$ cat config.mk
export PLATFORM = sky130hd
export DESIGN_NAME = buf_reclaimer
export DESIGN_NICKNAME = d
export VERILOG_FILES = /design/src/rtl/reclaim_pkg.sv /design/src/rtl/reclaim_datapath.sv /design/src/rtl/reclaim_control.sv /design/src/rtl/buf_reclaimer.sv
export SDC_FILE = /design/constraint.sdc
export NUM_CORES = 2
export LEC_CHECK = 0
export BUFFER_PORTS_ARGS = -buffer_cell sky130_fd_sc_hd__buf_2
export CAP_MARGIN = 10
export CORE_AREA = 2 2 339 341
export DETAILED_ROUTE_END_ITERATION = 10
export DIE_AREA = 0 0 341 343
export GPL_TIMING_DRIVEN = 0
export PLACE_DENSITY = 0.47
export SLEW_MARGIN = 20
export SYNTH_ARGS = -nofsm -noshare
export SYNTH_HDL_FRONTEND = slang
export SYNTH_HIERARCHICAL = 1
export SYNTH_SLANG_ARGS = --single-unit
export TNS_END_PERCENT = 10
$ cat constraint.sdc
create_clock -name clk -period 7.8 [get_ports clk]
set_clock_uncertainty 0.1 [all_clocks]
set_input_delay 1.95 -clock clk [delete_from_list [all_inputs] [get_ports clk]]
set_output_delay 1.95 -clock clk [all_outputs]
set_load 0.01 [all_outputs]
$ cat src/rtl/reclaim_pkg.sv
package reclaim_pkg;
  localparam int REQ_WORD_W  = 32;
  localparam int REQ_VLD_BIT = 31;

  typedef enum logic [1:0] {
    ST_IDLE,
    ST_ISSUE,
    ST_WAIT,
    ST_PUSH
  } rclmState_t;

  typedef struct packed {
    logic bump;       // add a hit to the matching table entry
    logic alloc;      // place request handle into an empty slot
    logic evict;      // move lowest valid entry into the in-flight register
    logic direct;     // move request handle into the in-flight register
    logic rspLatch;   // memory response is being consumed
  } rclmStrobe_t;
endpackage

$ cat src/rtl/reclaim_datapath.sv
module reclaim_datapath
  import reclaim_pkg::*;
#(
  parameter int HANDLE_W  = 24,
  parameter int CNT_W     = 8,
  parameter int ACC_DEPTH = 16
) (
  input  logic                clk,
  input  logic                rstN,
  input  rclmStrobe_t         strobe,
  input  logic [HANDLE_W-1:0] reqHandle,
  input  logic [CNT_W-1:0]    memRspCount,
  output logic                hitAny,
  output logic                hasFree,
  output logic                anyValid,
  output logic                rspFree,
  output logic [HANDLE_W-1:0] curHandle,
  output logic [CNT_W-1:0]    curDec,
  output logic                underflow
);
  localparam int IDX_W = (ACC_DEPTH > 1) ? $clog2(ACC_DEPTH) : 1;

  logic [ACC_DEPTH-1:0] accValid;
  logic [HANDLE_W-1:0]  accHandle [ACC_DEPTH];
  logic [CNT_W-1:0]     accCount  [ACC_DEPTH];
  logic [ACC_DEPTH-1:0] hitVec;
  logic [IDX_W-1:0]     hitIdx, freeIdx, validIdx;

  genvar g;
  generate
    for (g = 0; g < ACC_DEPTH; g++) begin : gCompare
      assign hitVec[g] = accValid[g] && (accHandle[g] == reqHandle);
    end
  endgenerate

  always_comb begin
    hitAny = 1'b0;  hitIdx   = '0;
    hasFree = 1'b0; freeIdx  = '0;
    anyValid = 1'b0; validIdx = '0;
    for (int i = ACC_DEPTH - 1; i >= 0; i--) begin
      if (hitVec[i])    begin hitAny   = 1'b1; hitIdx   = IDX_W'(i); end
      if (!accValid[i]) begin hasFree  = 1'b1; freeIdx  = IDX_W'(i); end
      if (accValid[i])  begin anyValid = 1'b1; validIdx = IDX_W'(i); end
    end
  end

  assign rspFree = (memRspCount <= curDec);

  always_ff @(posedge clk) begin
    if (!rstN) begin
      accValid  <= '0;
      curHandle <= '0;
      curDec    <= '0;
      underflow <= 1'b0;
      for (int i = 0; i < ACC_DEPTH; i++) begin
        accHandle[i] <= '0;
        accCount[i]  <= '0;
      end
    end else begin
      if (strobe.bump && (accCount[hitIdx] != '1))
        accCount[hitIdx] <= accCount[hitIdx] + CNT_W'(1);
      if (strobe.alloc) begin
        accValid[freeIdx]  <= 1'b1;
        accHandle[freeIdx] <= reqHandle;
        accCount[freeIdx]  <= CNT_W'(1);
      end
      if (strobe.evict) begin
        accValid[validIdx] <= 1'b0;
        curHandle          <= accHandle[validIdx];
        curDec             <= accCount[validIdx];
      end
      if (strobe.direct) begin
        curHandle <= reqHandle;
        curDec    <= CNT_W'(1);
      end
      if (strobe.rspLatch && (memRspCount < curDec))
        underflow <= 1'b1;
    end
  end

  // once raised the underflow flag never drops before reset
  a_r4_underflow_sticky: assert property (@(posedge clk) disable iff (!rstN)
    underflow |=> underflow);
  // an allocation only ever lands in a slot that was empty
  a_r9_alloc_empty_slot: assert property (@(posedge clk) disable iff (!rstN)
    strobe.alloc |-> !accValid[freeIdx]);
endmodule

$ cat src/rtl/reclaim_control.sv
module reclaim_control
  import reclaim_pkg::*;
(
  input  logic        clk,
  input  logic        rstN,
  input  logic        mergeEn,
  input  logic        reqValid,
  input  logic        reqMarked,
  input  logic        hitAny,
  input  logic        hasFree,
  input  logic        anyValid,
  input  logic        rspFree,
  input  logic        memReqReady,
  input  logic        memRspValid,
  input  logic        freeReady,
  output rclmStrobe_t strobe,
  output logic        reqPop,
  output logic        memReqValid,
  output logic        freeValid
);
  rclmState_t state, stateNext;

  always_comb begin
    strobe    = '0;
    reqPop    = 1'b0;
    stateNext = state;
    unique case (state)
      ST_IDLE: begin
        if (reqValid) begin
          if (!reqMarked) begin
            reqPop = 1'b1;
          end else if (mergeEn) begin
            if (hitAny)       begin strobe.bump  = 1'b1; reqPop = 1'b1; end
            else if (hasFree) begin strobe.alloc = 1'b1; reqPop = 1'b1; end
            else                    strobe.evict = 1'b1;
          end else begin
            strobe.direct = 1'b1;
            reqPop        = 1'b1;
          end
        end else if (anyValid) begin
          strobe.evict = 1'b1;
        end
        if (strobe.evict || strobe.direct) stateNext = ST_ISSUE;
      end
      ST_ISSUE: if (memReqReady) stateNext = ST_WAIT;
      ST_WAIT: begin
        if (memRspValid) begin
          strobe.rspLatch = 1'b1;
          stateNext       = rspFree ? ST_PUSH : ST_IDLE;
        end
      end
      ST_PUSH: if (freeReady) stateNext = ST_IDLE;
      default: stateNext = ST_IDLE;
    endcase
  end

  always_ff @(posedge clk) begin
    if (!rstN) state <= ST_IDLE;
    else       state <= stateNext;
  end

  assign memReqValid = (state == ST_ISSUE);
  assign freeValid   = (state == ST_PUSH);

  // an unmarked head word is always consumed at once when idle-able
  a_r1_discard_pops: assert property (@(posedge clk) disable iff (!rstN)
    (reqValid && !reqMarked && !memReqValid && !freeValid && state != ST_WAIT) |-> reqPop);
  // a free push only follows a consumed response
  a_r3_push_after_rsp: assert property (@(posedge clk) disable iff (!rstN)
    $rose(freeValid) |-> $past(memRspValid));
endmodule

$ cat src/rtl/buf_reclaimer.sv
module buf_reclaimer
  import reclaim_pkg::*;
#(
  parameter int HANDLE_W  = 24,
  parameter int CNT_W     = 8,
  parameter int ACC_DEPTH = 16
) (
  input  logic                  clk,
  input  logic                  rstN,
  input  logic                  mergeEn,
  input  logic                  reqValid,
  input  logic [REQ_WORD_W-1:0] reqWord,
  output logic                  reqPop,
  output logic                  memReqValid,
  input  logic                  memReqReady,
  output logic [HANDLE_W-1:0]   memReqHandle,
  output logic [CNT_W-1:0]      memReqDec,
  input  logic                  memRspValid,
  input  logic [CNT_W-1:0]      memRspCount,
  output logic                  freeValid,
  input  logic                  freeReady,
  output logic [HANDLE_W-1:0]   freeHandle,
  output logic                  underflowErr
);
  rclmStrobe_t   strobe;
  logic          hitAny, hasFree, anyValid, rspFree;
  logic [HANDLE_W-1:0] curHandle;
  logic [CNT_W-1:0]    curDec;
  logic          unusedFields;

  assign unusedFields = ^reqWord[REQ_VLD_BIT-1:HANDLE_W];

  reclaim_control u_ctl (
    .clk(clk), .rstN(rstN), .mergeEn(mergeEn), .reqValid(reqValid),
    .reqMarked(reqWord[REQ_VLD_BIT]), .hitAny(hitAny), .hasFree(hasFree),
    .anyValid(anyValid), .rspFree(rspFree), .memReqReady(memReqReady),
    .memRspValid(memRspValid), .freeReady(freeReady), .strobe(strobe),
    .reqPop(reqPop), .memReqValid(memReqValid), .freeValid(freeValid)
  );

  reclaim_datapath #(.HANDLE_W(HANDLE_W), .CNT_W(CNT_W), .ACC_DEPTH(ACC_DEPTH)) u_dp (
    .clk(clk), .rstN(rstN), .strobe(strobe), .reqHandle(reqWord[HANDLE_W-1:0]),
    .memRspCount(memRspCount), .hitAny(hitAny), .hasFree(hasFree),
    .anyValid(anyValid), .rspFree(rspFree), .curHandle(curHandle),
    .curDec(curDec), .underflow(underflowErr)
  );

  assign memReqHandle = curHandle;
  assign memReqDec    = curDec;
  assign freeHandle   = curHandle;

  // nothing is popped while a release is outstanding
  a_r5_no_pop_busy: assert property (@(posedge clk) disable iff (!rstN)
    (memReqValid || freeValid) |-> !reqPop);
  // a stalled memory request keeps its contents
  a_r6_req_hold: assert property (@(posedge clk) disable iff (!rstN)
    (memReqValid && !memReqReady) |=> (memReqValid && $stable(memReqHandle) && $stable(memReqDec)));
  // a stalled free push keeps its handle
  a_r7_free_hold: assert property (@(posedge clk) disable iff (!rstN)
    (freeValid && !freeReady) |=> (freeValid && $stable(freeHandle)));
  // a pop in merge mode never triggers a memory access next cycle
  a_r8_merge_quiet: assert property (@(posedge clk) disable iff (!rstN)
    (reqPop && mergeEn) |=> !memReqValid);
endmodule

==> impl_metrics.toml <==
[run_status]
status = "complete, no violations"

[sta]
slew_violations = 0
tns_ps = 0
fin_crit_sh_pct = 99.9
slew_headroom_pct = 16.0
report.final.hold_viol_count = 0
rsz0062_at_grt = "no"
fmax_mhz = 128
tightest_slew_ps = 1260
post-route-min-period_ps = 7790
finalSetupViolCount = 0

[setup_path]
ff2ff_path_depth = 19
crit_fanout = 11
endpoint_kind = "register"
cp-start-kind = "input pin"
r2r-end = "u_dp/accCount[7][6]"
endpoint = "u_dp/accHandle[14][11]"
r2r_slack_ps = 1290
r2r_start = "u_dp/accHandle[11][19]"
critPathLaunch = "reqWord[19]"
crit_required_ps = 8220
arrival_ps = 8210
path_class = "input pin to register"

[route]
detail-route-antenna-nets = 0
drtIter0Drc = 4601
wl_per_cell_um = 37.0
drc_errors = 0
viasPerCell = 6.01
drtPass1Iterations = 7
vias = 29268
totalWireLength_mm = 180

[placed_design]
io_buffer_count = 75
gp_congestion = 1.02
placed_cell_area_sq_um = 36500
hpwl_mm = 144

[power_and_ir_drop]
p_leak_nw = 13.9
total_power_mw = 7.78
pwr-share-seq_pct = 44.0
p_int_mw = 5.52
ir_drop_uv = 153
powerDensity_nw_per_um2 = 198
clkPwrFrac_pct = 42.8
netSwitchingFraction_pct = 29.0
pwr-share-comb_pct = 13.2
power_switching_mw = 2.26

[clocking]
cts_tree = "yes"
numCtsBuffers = 71
htreeDepth = 3
path_clk_slew_ps = 60
root_buffer = "clkbuf_16"
clock_latency_ps = 670
cts.sinks = 563
cts_buffer_depth = 3

[logic_synthesis]
yosysWarnings = 6
ys_types = 91
syn_area_per_cell_sq_um = 10.9
synth_enable_flop_cells = 384
ys_seq_area_share_pct = 44.9
synth-main-ff-cell = "edfxtp_1"
ys_ff_latch = 563
async_flop_share_pct = 0
syn_inst = 3102
netlist_area_sq_um = 33700
syn-num-nets = 3158

[floorplan]
die_area_sq_um = 117000
boundaryPins = 107
die_width_um = 341
die_h_um = 343
coreArea_sq_um = 113000
rows = 124
start_util_pct = 29.7

[global_route]
antenna_found_initial = 13
grt_pass1_vias = 27445
grt_first_pass_wirelength_mm = 239
grt_overflow = 0
grtUsageTotal_pct = 30.1
grt_max_degree = 26

[finish]
final_common_cell = "edfxtp_1"
multi_input_area_sq_um = 17400
finish.net_count = 3347
n_fill_cell = 11356
fin_area_sq_um = 39200
most-common-layout-cells = "384 x edfxtp_1, 309 x and2_1, 256 x xnor2_1, 179 x dfxtp_1, 168 x clkbuf_1"
finish.utilization_pct = 34.6
seq_area_sq_um = 15100
syn_to_final_growth_pct = 16.4
drive_gt1_share_pct = 18.1

[min_path]
hp-class = "register to register"

[flow_run]
maxCapViolations = 0
## power groups by stage
stage / clock, mW / combinational (mW) / sequential (mW)
after floorplan: 0 / 0.528 / 3.44
after global placement: 0 / 0.970 / 3.49
after detailed placement: 0 / 0.989 / 3.48
after CTS: 3.38 / 0.995 / 3.42
after global routing: 3.48 / 1.05 / 3.43
final: 3.33 / 1.03 / 3.42
## sequential cells by signal, indices dropped and copies added (netlist names)
name,count
u_dp/accCount,128
u_dp/underflow,1
u_dp/accHandle,384
u_dp/accValid,16
u_ctl/state,2
u_dp/curHandle,24
u_dp/curDec,8
## worst max-delay path, cell delays in order
cell and delay [ps]:
buf_2 300, clkbuf_4 380, buf_2 420, xor2_2 310, nor2_1 110, nand4_1 90, buf_4 170, buf_4 170
nand4_1 210, nor2_2 550, nand4_1 380, nor3b_1 550, clkbuf_1 400, nand3_1 620, nor2_1 350, clkbuf_1 550
clkbuf_1 450, and2_1 190
## worst min path at each step
stage          slack, ps                   to                 from  cells past startpoint
6_report             370       u_dp/underflow       u_dp/underflow                      1
5_1_grt              390       u_dp/underflow       u_dp/underflow                      1
4_1_cts              370       u_dp/underflow       u_dp/underflow                      1
3_3_place_gp         350       u_dp/underflow       u_dp/underflow                      1
3_5_place_dp         360       u_dp/underflow       u_dp/underflow                      1
2_1_floorplan        350  u_dp/accCount[0][3]  u_dp/accCount[0][3]                      1
## layout make-up
| cell class | instances | share of cell area, % |
|---|---|---|
| sequential | 563 | 38.5 |
| clock inverter | 30 | 0.727 |
| clock buffer | 100 | 5.07 |
| antenna | 11 | 0.0702 |
| buffer | 305 | 3.90 |
| inverter | 23 | 0.220 |
| multi-input combinational | 2210 | 44.2 |
| tap | 1512 | 4.82 |
| timing repair buffer | 117 | 2.42 |
## metal layers
layer | wire length [um] | up-vias | part of all wire, % | track usage (%)
met4 | 9630 | 4 | 5.3 | 14.0
met2 | 77200 | 2139 | 43 | 45.1
met3 | 21500 | 419 | 12 | 8.81
met5 | 115 | - | 0.064 | 0
li1 | - | 11962 | - | -
met1 | 72000 | 14744 | 40 | 39.9
## cells in the mapped netlist, types with 51 or more instances
library cell  number  area, sq um
nor3_1            52          260
xor2_1           131         1150
nand3_1           76          380
dfxtp_1          179         3580
nand4_1          145          907
mux4_2           127         2860
a21oi_1           86          430
nor4_1            65          407
buf_2             51          255
edfxtp_1         384        11500
and2_1           309         1930
clkbuf_1         191          717
and3_1           108          676
nor2_1           104          390
xnor2_1          258         2260
mux2i_1           66          661
nand2_1          152          571
## metrics by stage
step                      setup slack (ps)  hold WS, ps  std cells
after floorplan                       1030          349       3102
after global placement               -4950          350       4689
after detailed placement             -2330          357       4702
after CTS                            0.969          372       4848
after global routing                  8.86          390       4860
final                                 11.2          366       4871
## cells by family (layout without fill, tap and decap cells)
| kind of cell | Yosys count | in the layout | share of synthesized area (%) |
|---|---|---|---|
| AOI/OAI and AO/OA | 402 | 402 | 8.53 |
| xor gates and xnor gates | 390 | 390 | 10.2 |
| adders and majority gates | 9 | 9 | 0.334 |
| buffers and inverters | 329 | 575 | 4.50 |
| DFF | 563 | 563 | 44.9 |
| muxes | 205 | 205 | 10.9 |
| other | 0 | 11 | 0 |
| and+or+nand+nor | 1204 | 1204 | 20.8 |
## timing repair
action / 4_1_cts / 5_1_grt
gates resized for setup: 48 / 28
buffers inserted: 17 / 12
endpoints found under the setup margin: 790 / 261
hold buffers: 0 / 0
pin swaps: 12 / 9
(Power assumes the default switching activity.)
